===== config.mk =====
export PLATFORM = sky130hd
export DESIGN_NAME = win_watchdog
export DESIGN_NICKNAME = d
export VERILOG_FILES = /design/src/rtl/ww_pkg.sv /design/src/rtl/ww_regs.sv /design/src/rtl/ww_timer.sv /design/src/rtl/win_watchdog.sv
export SDC_FILE = /design/constraint.sdc
export NUM_CORES = 1
export LEC_CHECK = 0
export BUFFER_PORTS_ARGS = -buffer_cell sky130_fd_sc_hd__buf_2
export CAP_MARGIN = 20
export CORE_AREA = 2 2 90 114
export DETAILED_ROUTE_END_ITERATION = 8
export DIE_AREA = 0 0 92 116
export GPL_TIMING_DRIVEN = 1
export PLACE_DENSITY = 0.79
export RECOVER_POWER = 50
export SLEW_MARGIN = 30
export SYNTH_ARGS = -nofsm -noshare
export SYNTH_HDL_FRONTEND = slang
export SYNTH_SLANG_ARGS = --single-unit

===== constraint.sdc =====
create_clock -name clk -period 3.39 [get_ports clk]
set_clock_uncertainty 0.1 [all_clocks]
set_input_delay 0.5085 -clock clk [delete_from_list [all_inputs] [get_ports clk]]
set_output_delay 0.5085 -clock clk [all_outputs]
set_load 0.01 [all_outputs]

===== src/rtl/ww_pkg.sv =====
// Shared definitions for the windowed watchdog: phase encoding,
// register offsets and control/status bit positions.
package ww_pkg;
    typedef enum logic [1:0] {
        PH_IDLE    = 2'd0,
        PH_CLOSED  = 2'd1,
        PH_OPEN    = 2'd2,
        PH_EXPIRED = 2'd3
    } ww_phase_e;

    localparam int OFS_UNLOCK = 'h00;
    localparam int OFS_CTRL   = 'h04;
    localparam int OFS_FUNC   = 'h08;
    localparam int OFS_CLOSED = 'h0C;
    localparam int OFS_OPEN   = 'h10;

    localparam int BIT_EN    = 0;
    localparam int BIT_KICK  = 8;
    localparam int BIT_FLAG  = 16;
    localparam int DATA_W    = 32;
endpackage


===== src/rtl/ww_regs.sv =====
// Register file of the windowed watchdog.
// Decodes writes, gates the control/status register behind a one-shot
// unlock, holds enable and the window lengths, and produces start,
// restart and flag-clear pulses for the timer.
// Assumes CNT_W <= 32 and a single-cycle write strobe.
module ww_regs
    import ww_pkg::*;
#(
    parameter int ADDR_W = 5,
    parameter int CNT_W  = 32
) (
    input  logic              clk,
    input  logic              rst_n,
    input  logic              bus_valid,
    input  logic              bus_write,
    input  logic [ADDR_W-1:0] bus_addr,
    input  logic [DATA_W-1:0] bus_wdata,
    input  logic              flag,
    output logic [DATA_W-1:0] bus_rdata,
    output logic              unlock,
    output logic              tmr_en,
    output logic [CNT_W-1:0]  closed_len,
    output logic [CNT_W-1:0]  open_len,
    output logic              start,
    output logic              kick,
    output logic              flag_clr
);
    logic wr, hit_unlock, hit_ctrl, hit_closed, hit_open, ctrl_acc;

    // Address decode and protected-write qualification.
    always_comb begin
        wr         = bus_valid && bus_write;
        hit_unlock = (bus_addr == ADDR_W'(OFS_UNLOCK));
        hit_ctrl   = (bus_addr == ADDR_W'(OFS_CTRL));
        hit_closed = (bus_addr == ADDR_W'(OFS_CLOSED));
        hit_open   = (bus_addr == ADDR_W'(OFS_OPEN));
        ctrl_acc   = wr && hit_ctrl && unlock;
        start      = ctrl_acc && bus_wdata[BIT_EN] && !tmr_en;
        kick       = ctrl_acc && bus_wdata[BIT_EN] && bus_wdata[BIT_KICK] && tmr_en;
        flag_clr   = ctrl_acc && bus_wdata[BIT_FLAG];
    end

    // One-shot unlock: armed by write-control, consumed by a control write.
    always_ff @(posedge clk) begin
        if (!rst_n)
            unlock <= 1'b0;
        else if (ctrl_acc)
            unlock <= 1'b0;
        else if (wr && hit_unlock)
            unlock <= bus_wdata[0];
    end

    // Enable bit, written only through an accepted protected write.
    always_ff @(posedge clk) begin
        if (!rst_n)
            tmr_en <= 1'b0;
        else if (ctrl_acc)
            tmr_en <= bus_wdata[BIT_EN];
    end

    // Window lengths, writable only while the timer is stopped.
    always_ff @(posedge clk) begin
        if (!rst_n) begin
            closed_len <= '0;
            open_len   <= '0;
        end else if (wr && !tmr_en) begin
            if (hit_closed) closed_len <= bus_wdata[CNT_W-1:0];
            if (hit_open)   open_len   <= bus_wdata[CNT_W-1:0];
        end
    end

    // Read multiplexer; the restart bit and reserved fields read zero.
    always_comb begin
        bus_rdata = '0;
        if (hit_unlock) begin
            bus_rdata[0] = unlock;
        end else if (hit_ctrl) begin
            bus_rdata[BIT_EN]   = tmr_en;
            bus_rdata[BIT_FLAG] = flag;
        end else if (hit_closed) begin
            bus_rdata = DATA_W'(closed_len);
        end else if (hit_open) begin
            bus_rdata = DATA_W'(open_len);
        end
    end
endmodule


===== src/rtl/ww_timer.sv =====
// Two-phase down-counter of the windowed watchdog.
// Runs the closed phase then the open phase, judges restarts against
// the current phase, and raises the fault flag and sticky reset request.
// Assumes start and kick never coincide (kick needs enable already set).
module ww_timer
    import ww_pkg::*;
#(
    parameter int CNT_W = 32
) (
    input  logic             clk,
    input  logic             rst_n,
    input  logic             tmr_en,
    input  logic             start,
    input  logic             kick,
    input  logic             flag_clr,
    input  logic [CNT_W-1:0] closed_len,
    input  logic [CNT_W-1:0] open_len,
    output ww_phase_e        phase,
    output logic [CNT_W-1:0] cnt,
    output logic             flag,
    output logic             rst_req
);
    logic cnt_zero, violation, expire, fault;

    // Fault detection for the current cycle.
    always_comb begin
        cnt_zero  = (cnt == '0);
        violation = kick && (phase == PH_CLOSED);
        expire    = tmr_en && (phase == PH_OPEN) && cnt_zero && !kick;
        fault     = violation || expire;
    end

    // Phase sequencing and counting.
    always_ff @(posedge clk) begin
        if (!rst_n) begin
            phase <= PH_IDLE;
            cnt   <= '0;
        end else if (start) begin
            phase <= PH_CLOSED;
            cnt   <= closed_len;
        end else if (!tmr_en) begin
            phase <= PH_IDLE;
        end else begin
            case (phase)
                PH_CLOSED: begin
                    if (violation) begin
                        phase <= PH_EXPIRED;
                    end else if (cnt_zero) begin
                        phase <= PH_OPEN;
                        cnt   <= open_len;
                    end else begin
                        cnt <= cnt - 1'b1;
                    end
                end
                PH_OPEN: begin
                    if (kick) begin
                        phase <= PH_CLOSED;
                        cnt   <= closed_len;
                    end else if (cnt_zero) begin
                        phase <= PH_EXPIRED;
                    end else begin
                        cnt <= cnt - 1'b1;
                    end
                end
                default: phase <= phase;
            endcase
        end
    end

    // Fault flag (software-clearable) and sticky reset request.
    always_ff @(posedge clk) begin
        if (!rst_n) begin
            flag    <= 1'b0;
            rst_req <= 1'b0;
        end else begin
            flag    <= fault ? 1'b1 : (flag_clr ? 1'b0 : flag);
            rst_req <= rst_req || fault;
        end
    end
endmodule


===== src/rtl/win_watchdog.sv =====
// Top of the windowed watchdog: register file plus two-phase timer.
// Assumes a simple single-cycle register bus with combinational reads.
module win_watchdog
    import ww_pkg::*;
#(
    parameter int ADDR_W = 5,
    parameter int CNT_W  = 32
) (
    input  logic              clk,
    input  logic              rst_n,
    input  logic              bus_valid,
    input  logic              bus_write,
    input  logic [ADDR_W-1:0] bus_addr,
    input  logic [31:0]       bus_wdata,
    output logic [31:0]       bus_rdata,
    output logic              irq,
    output logic              reset_req
);
    logic             unlock, tmr_en, start, kick, flag_clr, flag;
    logic [CNT_W-1:0] closed_len, open_len, cnt;
    ww_phase_e        phase;

    ww_regs #(.ADDR_W(ADDR_W), .CNT_W(CNT_W)) u_regs (
        .clk        (clk),
        .rst_n      (rst_n),
        .bus_valid  (bus_valid),
        .bus_write  (bus_write),
        .bus_addr   (bus_addr),
        .bus_wdata  (bus_wdata),
        .flag       (flag),
        .bus_rdata  (bus_rdata),
        .unlock     (unlock),
        .tmr_en     (tmr_en),
        .closed_len (closed_len),
        .open_len   (open_len),
        .start      (start),
        .kick       (kick),
        .flag_clr   (flag_clr)
    );

    ww_timer #(.CNT_W(CNT_W)) u_timer (
        .clk        (clk),
        .rst_n      (rst_n),
        .tmr_en     (tmr_en),
        .start      (start),
        .kick       (kick),
        .flag_clr   (flag_clr),
        .closed_len (closed_len),
        .open_len   (open_len),
        .phase      (phase),
        .cnt        (cnt),
        .flag       (flag),
        .rst_req    (reset_req)
    );

    assign irq = flag;
endmodule


==> Flow_metrics.wiki <==
{| class="wikitable"
! Metric !! Value
|-
| Slowest stage cell, crit path || clkbuf_2
|-
| Asr flop ratio synth || 0%
|-
| Most numerous cell types in the synthesized netlist || 160 x nand2_1, 102 x dfxtp_1, 67 x a21boi_0, 47 x clkbuf_1, 37 x nor2_1
|-
| Final Hold Violating Endpoints || 0
|-
| Setup Total Neg Slack || 0 ns
|-
| Worst-path cell chain || clkbuf_1, or3_1, nor3b_1, clkbuf_2, a221oi_1, a21oi_1, buf_2
|-
| TritonCTS clock tree || built
|-
| Worst IR Drop VDD || roughly 0.00028 V
|-
| Total power density per cell area || approximately 380 mW/mm^2
|-
| Tot GR Track Use || between 30% and 40%
|-
| Detail-routed via count per cell || around 6.4
|-
| Num CTS Buffers || 9
|-
| Ratio of cells with drive above 1 in the final layout || 17.40%
|-
| Largest stage delay on the critical path || 0.65 ns
|-
| Violation count after the first detailed-routing iteration || 449
|-
| Chip height || 116 um
|-
| Vias after detailed routing || 5,586
|-
| Sequential-to-total area share from yosys stat || 37.45%
|-
| Fraction of the mapped netlist area in adder cells || 0.6884%
|-
| H-tree depth || 3
|-
| Number of enable-type register cells in the synthesized netlist || 0
|-
| Cell at the root of the clock tree || clkbuf_16
|-
| Skew-Pair Late Insertion Delay || 0.35 ns
|-
| Number of rows created at floorplan || 40
|-
| MaxCap Viol Count || 0
|-
| Status || finished clean
|-
| Nets@finish || 792
|-
| Number of buffers on the longest clock path || 2
|-
| Wire length of the first global-routing pass || between 20,000 and 30,000 um
|-
| Synthesized-area fraction occupied by ao, oa, aoi and oai cells || 32.01%
|-
| Post-detailed-route count of antenna-violating nets || 0
|-
| Main combinational cell family by area after synthesis || compound AO/OA/AOI/OAI gates
|-
| Post-layout power || 2.366 mW
|-
| Worst Path Class, Setup || in2out
|-
| Flop and latch count out of synthesis || 102
|-
| Number of library cell types mapped by synthesis || slightly above 60
|-
| WP data arrival || 2.50 ns
|-
| Synth Area in XOR/XNOR || less than 1%
|-
| Most used flip-flop cell after synthesis || dfxtp_1
|-
| Achievable Freq || 321.6 MHz
|-
| Number of global-route vias before repair || 5,458
|-
| Most frequent cell after synthesis || nand2_1
|-
| Floorplan die width || just over 90 um
|-
| Worst-Margin Slew || about 1.1 ns
|-
| Leak || 2.393 nW
|-
| Syn Std Cell Area || 0.005453 mm^2
|-
| Layout Area Growth over Synthesis || 15.53%
|-
| Simple-gate share of the synthesized area || around a quarter
|-
| Top cells by area, synth || dfxtp_1 37%, nand2_1 11%, a21boi_0 9.2%
|-
| Quantity of gates resized following cts || 0
|-
| GPL Wtd Cong || 0.9859
|-
| Type of the worst min-delay path || in2reg
|-
| DR DRC count || 0
|-
| Period utilization || 91.72%
|-
| Tmin final || around 3.1 ns
|-
| Largest net degree at the start of global routing || slightly below 50
|-
| Synth Net Count || 731
|-
| Clock sink total || 102
|-
| Number of antenna cells inserted || 0
|-
| Type of element launching the critical path || primary input
|-
| Biggest fanout along the worst timing path || 33
|-
| Total die area || roughly 0.011 mm^2
|-
| Kind of end point of the critical path || primary output
|-
| Hold Buf Count CTS || 0
|-
| Headroom to the max-slew limit || 29.61%
|-
| Post-DP HPWL || between 10,000 and 15,000 um
|-
| Routed wire length per instance || 19.13 um
|-
| CTS clk-pin slew, worst paths || about 0.070 ns
|-
| Synthesized netlist cell count || 687
|-
| Final setup vio count || 0
|-
| Starting density of the core || between 50% and 60%
|-
| Core box area || 0.009509 mm^2
|-
| Total count of max-transition violations in the final report || 0
|-
| Area share of the leading cell type in the synthesized netlist || 37.45%
|-
| Antenna violations before repair || 0
|-
| Unrepaired setup endpoints after global routing || no
|-
| Required time reported for the critical path endpoint || 2.78 ns
|-
| Wirelength, routed || 16,820 um
|-
| I/O pins || 75
|-
| Setup slack of the most critical reg-to-reg path || 0.34 ns
|-
| Number of warning messages in the yosys log || 0
|-
| Number of iterations in the first detailed-routing pass || 5
|-
| Number of I/O port buffers || 74
|-
| Setup Fix Bufs, Post-CTS || 0
|-
| Cell type with the highest aggregate area in the netlist || dfxtp_1
|-
| Multiplexer fraction of the synthesized cell area || 0.3671%
|-
| Per-instance average area after synthesis || approximately 7.9 um^2
|-
| Total grt overflow || 0
|}
==> metal layers <==
layer / wire (um) / global-route usage [%] / up-vias
li1: - / - / 2647
met1: 6599 / 37.13 / 2641
met2: 8435 / 57.65 / 253
met3: 1112 / 5.007 / 45
met4: 671 / 15.92 / 0
met5: 0 / 0 / -
==> layout make-up <==
| cell class | instances | area, um^2 |
|---|---|---|
| Sequential cell | 102 | 2042 |
| Inverter | 10 | 37.54 |
| Multi-Input combinational cell | 522 | 3177 |
| Timing Repair Buffer | 103 | 579.3 |
| Tap cell | 126 | 157.7 |
| Clock inverter | 7 | 81.33 |
| Fill cell | 842 | 3209 |
| Clock buffer | 9 | 225.2 |
==> critical path: cells and delay by family <==
kind,cells,cell delay (ns)
AOI/OAI and AO/OA,2,0.40
and+or+nand+nor,2,0.66
buffers and inverters,3,0.93
==> registers in the layout (all words and copies together) (netlist names) <==
register	count
u_regs.tmr_en	1
u_timer.cnt	32
u_timer.phase	2
u_regs.open_len	32
u_regs.unlock	1
u_timer.rst_req	1
u_regs.closed_len	32
u_timer.flag	1
==> path summary, 6_finish.rpt <==
check	from	end	cells after the start
max	bus_addr[1]	bus_rdata[0]	7
min	bus_wdata[30]	u_regs.open_len[30]$_SDFFE_PN0P_	3
max reg2reg	u_timer.cnt[0]$_SDFFE_PN0P_	u_timer.cnt[21]$_SDFFE_PN0P_	9
min reg2reg	u_timer.rst_req$_SDFF_PN0_	u_timer.rst_req$_SDFF_PN0_	2
==> cells by family after synthesis <==
| logic type | count (synthesis) |
|---|---|
| fa+ha+maj | 3 |
| xor+xnor | 1 |
| flops | 102 |
| simple gates | 286 |
| compound gates | 230 |
| mux | 2 |
| buf+inv | 63 |
==> report_power, final <==
group          internal [mW]  switching, mW
Clock                  0.582          0.494
Sequential              1.20        0.00292
Combinational         0.0353         0.0511
Total                   1.82          0.548
==> layout by cell type (no fill, tap or decap), drive strengths merged, types with 18 or more instances in the layout <==
| master | instances |
|---|---|
| a22o | 30 |
| buf | 94 |
| clkbuf | 18 |
| nor2 | 37 |
| a21oi | 23 |
| nor3 | 19 |
| a21boi | 67 |
| dfxtp | 102 |
| nand2 | 160 |
| o21ai | 29 |
==> metrics by stage <==
step | instance area (um^2) | hold slack, ns | setup slack, ns | util (%) | instances
2_1_floorplan | 5453 | 0.3300 | 0.4791 | - | 687
3_3_place_gp | 6032 | 0.3443 | 0.4224 | 63.43 | 863
3_5_place_dp | 6032 | 0.3575 | 0.3702 | 63.43 | 863
4_1_cts | 6339 | 0.3054 | 0.3391 | 66.66 | 879
5_1_grt | 6300 | 0.3133 | 0.1222 | 66.25 | 879
6_report | 6300 | 0.3077 | 0.2806 | 66.25 | 879
Note: power is estimated with default switching activity, not from simulation.
